## config.mk

```make
export PLATFORM = sky130hd
export DESIGN_NAME = ext_write_seq
export DESIGN_NICKNAME = d
export VERILOG_FILES = /design/src/rtl/ext_write_seq.sv
export SDC_FILE = /design/constraint.sdc
export NUM_CORES = 1
export LEC_CHECK = 0
export CORE_MARGIN = 4
export CORE_UTILIZATION = 40
export CTS_CLUSTER_DIAMETER = 60
export DETAILED_ROUTE_END_ITERATION = 6
export DONT_BUFFER_PORTS = 1
export GPL_TIMING_DRIVEN = 0
export PLACE_DENSITY = 0.65
export REMOVE_ABC_BUFFERS = 1
export SYNTH_ARGS = -nofsm -noshare
export SYNTH_HDL_FRONTEND = slang
export SYNTH_SLANG_ARGS = --single-unit
```

## constraint.sdc

```tcl
create_clock -name clk -period 1.6 [get_ports clk]
set_input_delay 0.32 -clock clk [delete_from_list [all_inputs] [get_ports clk]]
set_output_delay 0.32 -clock clk [all_outputs]
set_load 0.005 [all_outputs]
```

## src/rtl/ext_write_seq.sv

```systemverilog
module ext_write_seq #(
  parameter int AW = 19,
  parameter int DW = 16,
  parameter int CW = 4
) (
  input  logic          clk,
  input  logic          rst_n,
  input  logic [CW-1:0] cfg_lead,
  input  logic [CW-1:0] cfg_active,
  input  logic [CW-1:0] cfg_trail,
  input  logic          cfg_rdy_en,
  input  logic          cfg_half_rate,
  input  logic          req,
  input  logic [AW-1:0] req_addr,
  input  logic [DW-1:0] req_data,
  output logic          ack,
  output logic          done,
  input  logic          rdy_pin,
  output logic          bus_clk,
  output logic          cs_n,
  output logic          we_n,
  output logic          rnw,
  output logic [AW-1:0] addr,
  output logic [DW-1:0] dout,
  output logic          dout_oe
);

  typedef enum logic [2:0] {S_IDLE, S_ALIGN, S_LEAD, S_ACT, S_TRAIL} st_t;

  st_t           st;
  logic [CW-1:0] cnt;
  logic          ph;
  logic          rdy_m, rdy_s;
  logic [AW-1:0] addr_pend;
  logic [DW-1:0] data_q;
  logic [CW-1:0] lead_m1, act_m1, trail_m1;
  logic          busy, go_trail;

  assign lead_m1  = (cfg_lead   == '0) ? '0 : CW'(cfg_lead   - 1'b1);
  assign act_m1   = (cfg_active == '0) ? '0 : CW'(cfg_active - 1'b1);
  assign trail_m1 = (cfg_trail  == '0) ? '0 : CW'(cfg_trail  - 1'b1);

  assign busy     = (st == S_LEAD) || (st == S_ACT) || (st == S_TRAIL);
  assign go_trail = !cfg_rdy_en || rdy_s;

  assign cs_n    = ~busy;
  assign rnw     = ~busy;
  assign we_n    = (st != S_ACT);
  assign dout_oe = busy;
  assign dout    = data_q;
  assign ack     = (st == S_IDLE) && req;
  assign done    = (st == S_TRAIL) && (cnt == '0);
  assign bus_clk = cfg_half_rate ? ph : clk;

  always_ff @(posedge clk or negedge rst_n) begin
    if (!rst_n) begin
      ph    <= 1'b0;
      rdy_m <= 1'b0;
      rdy_s <= 1'b0;
    end else begin
      ph    <= ~ph;
      rdy_m <= rdy_pin;
      rdy_s <= rdy_m;
    end
  end

  always_ff @(posedge clk or negedge rst_n) begin
    if (!rst_n) begin
      st        <= S_IDLE;
      cnt       <= '0;
      addr      <= '0;
      addr_pend <= '0;
      data_q    <= '0;
    end else begin
      unique case (st)
        S_IDLE: if (req) begin
          addr_pend <= req_addr;
          data_q    <= req_data;
          if (cfg_half_rate && ph) begin
            st <= S_ALIGN;
          end else begin
            st   <= S_LEAD;
            addr <= req_addr;
            cnt  <= lead_m1;
          end
        end
        S_ALIGN: begin
          st   <= S_LEAD;
          addr <= addr_pend;
          cnt  <= lead_m1;
        end
        S_LEAD: if (cnt == '0) begin
          st  <= S_ACT;
          cnt <= act_m1;
        end else begin
          cnt <= cnt - 1'b1;
        end
        S_ACT: if (cnt != '0) begin
          cnt <= cnt - 1'b1;
        end else if (go_trail) begin
          st  <= S_TRAIL;
          cnt <= trail_m1;
        end
        S_TRAIL: if (cnt == '0) st <= S_IDLE;
                 else cnt <= cnt - 1'b1;
        default: st <= S_IDLE;
      endcase
    end
  end

endmodule

```

==> metrics.csv <==
stage,metric,value,unit
placement,placed wire-length estimate,4.33,mm
sta,worst slew margin relative to its limit,66.7,%
floorplanning,total die area,0.00927,sq mm
worst_setup_path,Critical Path Sink Type,output port,
worst_setup_path,worst r2r path cells,9,
yosys,number of distinct library cell variants in the gate-level netlist after synthesis,42,
layout,Total Nets Final,378,
sta,# setup viols final,63,
routing,length of routed met2 wiring,3.89,mm
yosys,synthesized instance count,263,
sta,RSZ-0062 raised after global routing,yes,
sta,"crit path setup slack, layout",-283,ps
worst_setup_path,ordered list of cells on the worst path,"inv_2, ha_4, or3b_4, nor2_4",
routing,number of detailed-routing iterations run before antenna repair,4,
global_route,global-route wire length before repair,11.8,mm
floorplanning,IO Count,95,
routing,length of routed met3 wiring,810,um
pwr,leakage power summed over all cells,1.82,nW
yosys,flip-flop and latch count after synthesis,64,
floorplanning,Rows,31,
yosys,Post-synth EDFFs,0,
global_route,pin count of the biggest net entering global routing,65,
sta,final worst-path cycle share,118,%
yosys,area of the mapped netlist,0.00312,sq mm
worst_setup_path,Setup crit start kind,flip-flop,
worst_hold_path,Hold Path Class,primary input to asynchronous set/reset pin,
routing,routed vias,2275,
global_route,overall routing resource usage,17.3,%
routing,Final ANT Viol Nets,0,
floorplanning,vertical extent of the die,96.3,um
worst_setup_path,startpoint of the lowest-slack register-to-register path,cnt[0]$_DFFE_PN0P_,
clock_tree,Skew-Pair Late Insertion Delay,440,ps
routing,average wire per cell in the routed design,18.7,um
job,maxcap violations,0,
routing,met1 wire length,3.08,mm
clock_tree,"Clk pin slew, worst setup/hold paths",80,ps
floorplanning,die width,96.3,um
layout,"commonest non-fill, non-tap cells in the layout","dfrtp_1, mux2_4, nand2_1",
pwr,maximum vdd ir drop,0.955,mV
layout,fraction of final layout cells sized beyond drive strength 1,42.3,%
yosys,post-synthesis async set-or-reset flop share,100,%
sta,final worst path period need,1880,ps
routing,DRC violations left,0,
floorplanning,placeable core area,0.00741,sq mm
pwr,overall power after layout,7.90,mW
layout,"most common cell after layout, fill and taps aside",dfrtp_1,
layout,count of inserted antenna diode cells,0,
worst_setup_path,Setup Crit Path Kind,flip-flop to output port,
worst_setup_path,largest fanout on the critical path,2,
sta,pin slew with the least headroom to its limit,499,ps
sta,achievable clock frequency,531,MHz
sta,final hold vios,64,
pwr,PwrDens,1870,mW/mm^2
yosys,sequential element share of the synthesized area,51.4,%
clock_tree,TritonCTS clock tree,built,
routing,final wirelength,7.92,mm
placement,placer congestion estimate,0.787,
yosys,average footprint of a synthesized cell,11.9,sq um
run_status,violated checks,"negative hold slack, negative setup slack",
layout,Area growth syn-to-layout,35.5,%
sta,final clock skew,5.87,ps
floorplanning,Initial Util,42.1,%
worst_setup_path,Worst EP required,1280,ps
placement,IO Port Bufs,0,
worst_setup_path,capture instance of the worst register-to-register path,st[1]$_DFFE_PN0P_,
global_route,gr ovfl total,0,
global_route,via count of the first global-routing pass,2360,
worst_setup_path,R2R setup slack,-240,ps
worst_setup_path,Worst path slowest cell,dfrtp_1,
yosys,total of warnings raised by yosys,0,
routing,vias per inst,5.38,
routing,DR iter-0 viols,66,
global_route,antenna violations before repair,0,
worst_setup_path,arrival time at the worst endpoint,1560,ps
worst_setup_path,delay of the slowest critical-path stage,400,ps
routing,top layer in use,met4,
yosys,predominant post-synthesis flop cell,dfrtp_1,
run_status,result of the run,finished with violations,
sta,final number of max-transition violations,0,
sta,post-route worst hold slack,-435,ps
==> cell type report <==
| type | instances | area, sq um |
|---|---|---|
| clock inverter | 7 | 47.5 |
| tap | 99 | 124 |
| clock buffer | 11 | 151 |
| timing repair buffer | 52 | 533 |
| inverter | 10 | 40.0 |
| fill | 618 | 3180 |
| multi-input combinational | 180 | 1720 |
| sequential | 64 | 1610 |
==> repair_timing <==
action	4_1_cts	5_1_grt
hold endpoints to repair	65	79
cloned	4	1
buffers inserted	23	9
pin swaps	11	19
hold buffers	1	15
endpoints found under the setup margin	66	54
gates resized for setup	56	43
==> worst max path at each step <==
stage	depth (start not counted)	from	to	slack (ps)
after global placement	4	st[0]$_DFFE_PN0P_	addr[3]$_DFFE_PN0P_	-2580
after floorplan	4	st[0]$_DFFE_PN0P_	addr[0]$_DFFE_PN0P_	-1480
after detailed placement	3	st[1]$_DFFE_PN0P_	dout[0]$_DFFE_PN0P_	-500
final	4	cnt[0]$_DFFE_PN0P_	done	-280
after CTS	4	cnt[0]$_DFFE_PN0P_	done	-270
after global routing	4	cnt[0]$_DFFE_PN0P_	done	-360
==> synth_stat cells (all sizes together) (5+ instances only) <==
| master | instances | area share [%] |
|---|---|---|
| a21oi | 11 | 1.8 |
| buf | 11 | 3.1 |
| dfrtp | 64 | 51 |
| ha | 6 | 2.4 |
| inv | 10 | 1.2 |
| mux2 | 36 | 13 |
| mux2i | 20 | 6.4 |
| nand2 | 25 | 3.1 |
| nor2 | 10 | 1.7 |
| nor3 | 8 | 1.3 |
| o21ai | 27 | 4.5 |
| xnor2 | 5 | 1.4 |
==> worst max-delay path, delay by kind of cell, from the launching register on <==
kind | cells | cell delay (ps)
adder cells (fa/ha/maj) | 1 | 130
buffers and inverters | 1 | 90
flip-flops | 1 | 400
AND/OR/NAND/NOR | 2 | 500
==> where the power goes <==
group | switching, mW | internal [mW] | leakage (nW)
Clock | 0.682 | 0.684 | 0.108
Combinational | 1.52 | 2.02 | 0.945
Sequential | 0.592 | 2.40 | 0.765
==> cell families (layout without fill, tap and decap cells) <==
family	count (synthesis)	in the layout	share of synthesized area, %
DFF	64	64	51.4
muxes	56	56	19.4
and+or+nand+nor	55	59	9.51
AOI/OAI and AO/OA	54	54	11.3
buffers and inverters	23	80	4.57
adders and majority gates	6	6	2.41
xor gates and xnor gates	5	5	1.40
==> state kept, by name (all words and copies together), names as in the netlist <==
register and flops:
ph 1, rdy_m 1, st 3, dout 16, addr 19, cnt 4, addr_pend 19, rdy_s 1
==> layer usage <==
layer / global-route usage, % / up-vias
li1: - / 1047
met1: 19.7 / 1122
met2: 26.9 / 93
met3: 8.84 / 13
met4: 7.83 / 0
met5: 0 / -
==> metrics by stage <==
step | std cells | utilization, % | TNS, ps | worst slack [ps] | area [sq um]
final | 423 | 57.0 | -9270 | -283 | 4220
after global routing | 423 | 57.0 | -12850 | -362 | 4220
after CTS | 398 | 52.0 | -6290 | -268 | 3850
after detailed placement | 352 | 43.0 | -20960 | -502 | 3180
after floorplan | 250 | - | -35290 | -1480 | 3010
after global placement | 349 | 42.3 | -64820 | -2580 | 3140
No activity file was read; power rests on OpenSTA's default activity.
